<file path="config.mk">
export PLATFORM = sky130hd
export DESIGN_NAME = split64_regbank
export DESIGN_NICKNAME = d
export VERILOG_FILES = /design/src/rtl/split64_regbank.sv
export SDC_FILE = /design/constraint.sdc
export NUM_CORES = 2
export LEC_CHECK = 0
export BUFFER_PORTS_ARGS = -buffer_cell sky130_fd_sc_hd__buf_2
export CORE_MARGIN = 2
export CORE_UTILIZATION = 35
export CTS_CLUSTER_SIZE = 20
export DETAILED_ROUTE_END_ITERATION = 8
export HOLD_SLACK_MARGIN = 0.02
export SYNTH_ARGS = -nofsm -noshare
export SYNTH_HDL_FRONTEND = slang
export SYNTH_SLANG_ARGS = --single-unit
</file>
<file path="constraint.sdc">
create_clock -name clk -period 9 [get_ports clk]
set_input_delay 0.45 -clock clk [delete_from_list [all_inputs] [get_ports clk]]
set_output_delay 0.45 -clock clk [all_outputs]
set_load 0.005 [all_outputs]
</file>
<file path="src/rtl/split64_regbank.sv">
module split64_regbank #(
  parameter int ADDR_W  = 6,
  parameter int NUM_CNT = 7,
  parameter int AMT_W   = 32
) (
  input  logic                     clk,
  input  logic                     rst_n,
  input  logic                     bus_wr,
  input  logic                     bus_rd,
  input  logic [ADDR_W-1:0]        bus_addr,
  input  logic [31:0]              bus_wdata,
  output logic [31:0]              bus_rdata,
  output logic                     bus_rvalid,
  input  logic [NUM_CNT-1:0]       evt_en,
  input  logic [NUM_CNT*AMT_W-1:0] evt_amt,
  output logic [63:0]              cfg_o
);
  localparam int IDX_W = ADDR_W - 1;

  logic [IDX_W-1:0] idx;
  logic             lo_half;
  logic             is_cfg, is_cnt;
  logic [63:0]      cfg_q;
  logic [31:0]      stage_q;
  logic             srst_q;
  logic [31:0]      snap_q;
  logic [IDX_W-1:0] tag_q;
  logic             snap_vld;
  logic [63:0]      cnt_q [NUM_CNT];
  logic [63:0]      live;
  logic [31:0]      rd_mux;
  logic             wr_stage, wr_commit, rd_capture;

  assign idx        = bus_addr[ADDR_W-1:1];
  assign lo_half    = bus_addr[0];
  assign is_cfg     = (idx == '0);
  assign is_cnt     = (idx >= IDX_W'(1)) && (idx <= IDX_W'(NUM_CNT));
  assign wr_stage   = bus_wr && is_cfg && !lo_half;
  assign wr_commit  = bus_wr && is_cfg && lo_half;
  assign rd_capture = bus_rd && is_cnt && lo_half;
  assign cfg_o      = cfg_q;

  always_comb begin
    live = '0;
    for (int i = 0; i < NUM_CNT; i++)
      if (idx == IDX_W'(i + 1)) live = cnt_q[i];
  end

  always_comb begin
    rd_mux = '0;
    if (is_cfg)
      rd_mux = lo_half ? cfg_q[31:0] : cfg_q[63:32];
    else if (is_cnt) begin
      if (lo_half)                       rd_mux = live[31:0];
      else if (snap_vld && tag_q == idx) rd_mux = snap_q;
      else                               rd_mux = live[63:32];
    end
  end

  always_ff @(posedge clk) begin
    if (!rst_n) begin
      cfg_q      <= '0;
      stage_q    <= '0;
      srst_q     <= 1'b0;
      snap_q     <= '0;
      tag_q      <= '0;
      snap_vld   <= 1'b0;
      bus_rdata  <= '0;
      bus_rvalid <= 1'b0;
    end else begin
      bus_rvalid <= bus_rd;
      bus_rdata  <= bus_rd ? rd_mux : '0;
      if (srst_q) begin
        cfg_q    <= '0;
        stage_q  <= '0;
        srst_q   <= 1'b0;
        snap_q   <= '0;
        tag_q    <= '0;
        snap_vld <= 1'b0;
      end else begin
        if (wr_stage) stage_q <= bus_wdata;
        if (wr_commit) begin
          cfg_q   <= {stage_q, bus_wdata};
          stage_q <= '0;
          srst_q  <= bus_wdata[31];
        end
        if (rd_capture) begin
          snap_q   <= live[63:32];
          tag_q    <= idx;
          snap_vld <= 1'b1;
        end
      end
    end
  end

  for (genvar g = 0; g < NUM_CNT; g++) begin : g_cnt
    always_ff @(posedge clk) begin
      if (!rst_n || srst_q) cnt_q[g] <= '0;
      else if (evt_en[g])   cnt_q[g] <= cnt_q[g] + 64'(evt_amt[g*AMT_W +: AMT_W]);
    end
  end

  AST_STAGE_ONLY: assert property (@(posedge clk) disable iff (!rst_n)
    (wr_stage && !srst_q) |=> $stable(cfg_q));
  AST_COMMIT_LOW: assert property (@(posedge clk) disable iff (!rst_n)
    (wr_commit && !srst_q) |=> cfg_q[31:0] == $past(bus_wdata));
  AST_STAGE_CLEARED: assert property (@(posedge clk) disable iff (!rst_n)
    (wr_commit && !srst_q) |=> stage_q == '0);
  AST_CNT_IDLE: assert property (@(posedge clk) disable iff (!rst_n)
    (!evt_en[0] && !srst_q) |=> $stable(cnt_q[0]));
  AST_SNAP_FROZEN: assert property (@(posedge clk) disable iff (!rst_n)
    (!rd_capture && !srst_q) |=> $stable(snap_q));
  AST_RVALID_NEXT: assert property (@(posedge clk) disable iff (!rst_n)
    bus_rd |=> bus_rvalid);
  AST_SRST_PULSE: assert property (@(posedge clk) disable iff (!rst_n)
    srst_q |=> (!srst_q && cfg_q == '0 && cnt_q[0] == '0));
endmodule

</file>
Word-level counts from Yosys, hierarchy flattened --
Memory sizes are Yosys's and may differ from the RTL's. Index checks and enable logic that the tools add are counted.
Operators by class: add/sub/neg operators 7, magnitude comparators 2, equal/unequal tests 8, muxes and demuxes 42, bitwise gates (word level) 9, reductions and logical operators 15
Operators by type and width (count):
- $mux 64 | 14
- $add 64x32->64 | 7
- $mux 32 | 5
- $mux 1 | 23
- $eq 5x3->1 const B | 4
- $eq 5x2->1 const B | 2
- $logic_and 1x1->1 | 7
- $or 1x1->1 | 7
- $reduce_or 3->1 | 2
- $eq 5x1->1 const B | 1
- $eq 5x5->1 | 1
- $ge 5x1->1 const B | 1
- $le 5x3->1 const B | 1
- $logic_not 5->1 | 1
- $logic_not 1->1 | 2
- $not 1->1 | 2
- $reduce_and 2->1 | 1
- $reduce_or 2->1 | 1
- $logic_or 1x1->1 | 1
Storage, ports and cells: bits in registers 168, bits in writable memories 448, output and inout bits 97, memories 1
Memory list:
- cnt_q | words 7, width 64, rd ports 7, clocked after Yosys merged registers in 0, write ports 7, line 29 | logic [63:0] cnt_q [NUM_CNT];

Depth between registers and ports, before layout --
depth in word-level cells 12, depth in mapped cells 13, gate-level depth less buffers 12

Worst setup path after synthesis --
No wires, ideal clock.
kind input port to flip-flop, start input port evt_amt[96], end memory cnt_q[3][38] (data pin), library setup time 0.266 ns, data arrival time 3.148 ns, path slack 5.586 ns, stages 13, path buffers 1, cell sequence ha_1 -> fa_1 -> a21o_1 -> a21o_1 -> a2111oi_0 -> o21bai_1 -> a21oi_1 -> o41ai_4 -> a211oi_4 -> buf_2 -> nor4_1 -> xnor2_1 -> nor2_1
RTL lines:
- start, declared | line 15 | input logic [NUM_CNT*AMT_W-1:0] evt_amt,
- end, declared | line 29

Final worst setup path --
start input port bus_addr[2], end register bus_rdata[15]
On the way: longest elaborated chain between the ends 12, elaborated cells on any way between the ends 24, those cells by class order compare (2); eq/ne (8); mux (11); reduce/logical (3)
RTL lines:
- start, declared | line 10 | input logic [ADDR_W-1:0] bus_addr,
- $eq 5x1->1 | line 46 | if (idx == IDX_W'(i + 1)) live = cnt_q[i];
- $mux 64 (7 in a row) | line 46
- $mux 32 | line 55 | else if (snap_vld && tag_q == idx) rd_mux = snap_q;
- $mux 32 | line 54 | if (lo_half) rd_mux = live[31:0];
- $mux 32 | line 53 | else if (is_cnt) begin
- $mux 32 (*) | line 51 | if (is_cfg)
- end signal, assigned | line 72 | bus_rdata <= bus_rd ? rd_mux : '0;
- end, declared | line 12 | output logic [31:0] bus_rdata,
Every way passes the cells marked *; elsewhere a longest branch is shown, timed or not. A chain may end at the register's enable or synchronous reset.

==> impl_metrics.json <==
{
  "fillers": 11300,
  "p_sw_share_pct": 32.8,
  "seq_area_mm2": 0.0168,
  "reg2reg_depth": 12,
  "multi_input_area_mm2": 0.0226,
  "layout.nets": 5305,
  "yosys-top-cells-area": "edfxtp_1 (33%), dfxtp_1 (8.3%), ha_1 (6.9%), a21oi_1 (5.6%), nor2_1 (5.3%)",
  "drt_first_pass_iters": 5,
  "yosysSeqAreaShare_pct": 41.5,
  "synthCells": 4498,
  "portBuffers": 369,
  "grt_overflow": 0,
  "postCtsHoldBufs": 27,
  "wl_met3_um": 14000,
  "period_needed_ns": 4.30,
  "first_iter_violations": 3839,
  "clk_latency_ns": 0.67,
  "netlist_area_mm2": 0.0406,
  "worstPathRequired_ns": 9.55,
  "criticalPathCategory": "in -> reg",
  "stdcell_area_mm2": 0.0465,
  "vias_per_cell": 5.75,
  "clk_pin_slew_ns": 0.06,
  "reg2reg_from": "cnt_q[3][0]$_SDFFCE_PN0P_",
  "critPathCaptureType": "flop",
  "p_int_uw": 5630,
  "numCtsBuffers": 73,
  "rows": 124,
  "slew_headroom_pct": 16.0,
  "ys_types": 91,
  "grt_pass1_vias": 34100,
  "crit_path_start_kind": "input port",
  "root_buffer": "clkbuf_16",
  "wl_met1_um": 62800,
  "fp.dieW_um": 344,
  "wl_per_cell_um": 23.8,
  "track_usage_pct": 24.8,
  "synth.avg_cell_area_um2": 9.02,
  "clock_sinks": 616,
  "vias": 36700,
  "area_delta_synth_final_pct": 14.6,
  "reg2reg_to": "cnt_q[3][44]$_SDFFCE_PN0P_",
  "p_comb_share_pct": 22.7,
  "die_y_um": 344,
  "setup_tns_ns": 0,
  "grt_max_degree": 97,
  "synth_edf_count": 448,
  "rsz0062_at_grt": "false",
  "totalWireLength_um": 152000,
  "cp_max_fo": 57,
  "post-synth-top-area-cell": "edfxtp_1",
  "place_hpwl_um": 115000,
  "fin_skew_ns": 0.0404,
  "cts.repair.resized": 0,
  "tightestPinTransition_ns": 1.25,
  "peakVddDrop_uv": 125,
  "cap_violations": 0,
  "finalHoldViolations": 0,
  "slew_viol_final": 0,
  "io_pins": 370,
  "p_leak_uw": 0.0184,
  "cp.arrival_ns": 4.86,
  "wl_met2_um": 67300,
  "r2r_slack_ns": 4.86,
  "routed.top_layer": "met5",
  "outcome": "finished, final reports clean",
  "synth_seq_cells": 616,
  "yosys_warnings": 0,
  "drt.antenna.violating_nets": 0,
  "dpl-instance-area_mm2": 0.0439,
  "synth_ff_type": "edfxtp_1",
  "final_min_period_over_clock_period_pct": 47.8,
  "seqPwrFrac_pct": 42.1,
  "h-tree-depth": 3,
  "coreArea_mm2": 0.115,
  "synth_top_area_share_pct": 33.2,
  "synth_nets": 5002,
  "drc": 0,
  "power_frac_clock_pct": 35.2,
  "grt_pass1_wl_um": 220000,
  "whs_ns": 0.0573,
  "drive_gt1_share_pct": 12.2,
  "setup_viol_count_final": 0,
  "antenna_found_initial": 5,
  "cts_max_path_buffers": 3,
  "hp-class": "in -> reg",
  "cts_tree": "done",
  "start_util_pct": 35.4,
  "critPathCapture": "bus_rdata[15]$_SDFF_PN0_",
  "post_cts.repair.setup_buffers": 0,
  "power_density_mw_per_mm2": 180,
  "async_flop_share_pct": 0,
  "max_freq_ghz": 0.232,
  "p_switching_uw": 2740,
  "dieArea_mm2": 0.119,
  "gp_congestion": 0.991,
  "crit_start": "bus_addr[2]"
}
sequential cells by signal, summed over array words and instances (netlist names):
name / count
cnt_q: 448
stage_q: 32
cfg_o: 64
bus_rvalid: 1
snap_vld: 1
srst_q: 1
bus_rdata: 32
snap_q: 32
tag_q: 5
cell usage in the layout (no fill, tap or decap), types with 15 or more instances in the layout:
cell / instances
mux2_2: 15
o21a_1: 40
dfxtp_1: 168
edfxtp_1: 448
a221oi_1: 27
nand4_1: 55
buf_4: 44
and4_1: 16
nand2_1: 500
nand3_1: 124
o221ai_1: 43
ha_1: 224
a211oi_1: 52
nor4_1: 20
o21bai_1: 30
nor3_1: 69
mux2i_1: 95
nor2_1: 573
a21o_1: 130
a21oi_1: 455
nor2b_1: 34
xor2_1: 165
clkbuf_16: 73
inv_1: 96
or3_1: 56
nand2b_1: 28
a31oi_1: 34
buf_2: 368
a22oi_1: 43
and3_1: 77
xnor2_1: 200
o211ai_1: 18
nor3b_1: 22
dlygate4sd3_1: 27
and2_1: 25
o21ai_0: 208
cells in the mapped netlist (56+ instances only):
| cell | number |
|---|---|
| nand3_1 | 126 |
| xnor2_1 | 200 |
| ha_1 | 224 |
| inv_1 | 96 |
| a21o_1 | 130 |
| and3_1 | 78 |
| nor2_1 | 576 |
| nor3_1 | 69 |
| or3_1 | 56 |
| edfxtp_1 | 448 |
| a21oi_1 | 455 |
| clkbuf_1 | 177 |
| o21ai_0 | 208 |
| dfxtp_1 | 168 |
| mux2i_1 | 95 |
| xor2_1 | 165 |
| nand2_1 | 507 |
kinds of logic (layout without fill, tap and decap cells):
family,after synthesis,in the layout,share of synthesized area [%]
other,0,2,0
XOR/XNOR,365,365,7.88
flip-flops,616,616,41.5
AO/OA/AOI/OAI,1209,1209,19.0
AND/OR/NAND/NOR,1660,1660,18.7
buffers and inverters,307,668,2.92
adder cells (fa/ha/maj),231,231,7.26
multiplexers,110,110,2.76
layer usage:
layer	GRT usage [%]	up-vias
li1	-	17100
met1	33.4	17600
met2	38.2	1604
met3	4.60	299
met4	11.6	4
met5	0	-
critical path, cell delays in order:
cell,delay (ns)
buf_4,0.64
buf_4,0.77
nor3_1,0.35
nor3_1,0.51
nand2_1,0.82
a31oi_1,0.93
a21oi_1,0.08
o221ai_1,0.24
cell type report:
class,count,share of cell area (%)
tap,1512,4.07
inverter,96,0.775
clock inverter,39,0.767
timing repair buffer,439,5.25
sequential,616,36.2
clock buffer,94,4.24
antenna,2,0.0108
multi-input combinational,3575,48.7
per-stage QoR:
step	cells	setup slack, ns	total power (uW)	utilization, %
5_1_grt	6371	4.51	8720	40.5
6_report	6373	4.70	8370	40.5
3_5_place_dp	6211	4.06	5410	38.3
2_1_floorplan	4498	5.59	4810	-
4_1_cts	6371	4.82	8380	40.5
3_3_place_gp	6211	4.18	5410	38.3
power groups by stage:
stage	combinational [uW]	sequential (uW)	clock, uW
after floorplan	1370	3440	0
after CTS	1870	3510	3000
after global placement	1840	3570	0
after detailed placement	1840	3570	0
after global routing	2090	3540	3100
final	1900	3520	2950
worst min path at each step:
stage	to	cells after the start	start
CTS	cfg_o[8]$_SDFFE_PP0P_	3	bus_wdata[8]
global route	cfg_o[28]$_SDFFE_PP0P_	3	bus_wdata[28]
floorplan	cfg_o[32]$_SDFFE_PP0P_	2	stage_q[0]$_SDFFE_PP0P_
global placement	cfg_o[58]$_SDFFE_PP0P_	2	stage_q[26]$_SDFFE_PP0P_
finish	stage_q[28]$_SDFFE_PP0P_	3	bus_wdata[28]
detailed placement	cfg_o[34]$_SDFFE_PP0P_	2	stage_q[2]$_SDFFE_PP0P_
No activity file was read; power rests on OpenSTA's default activity.
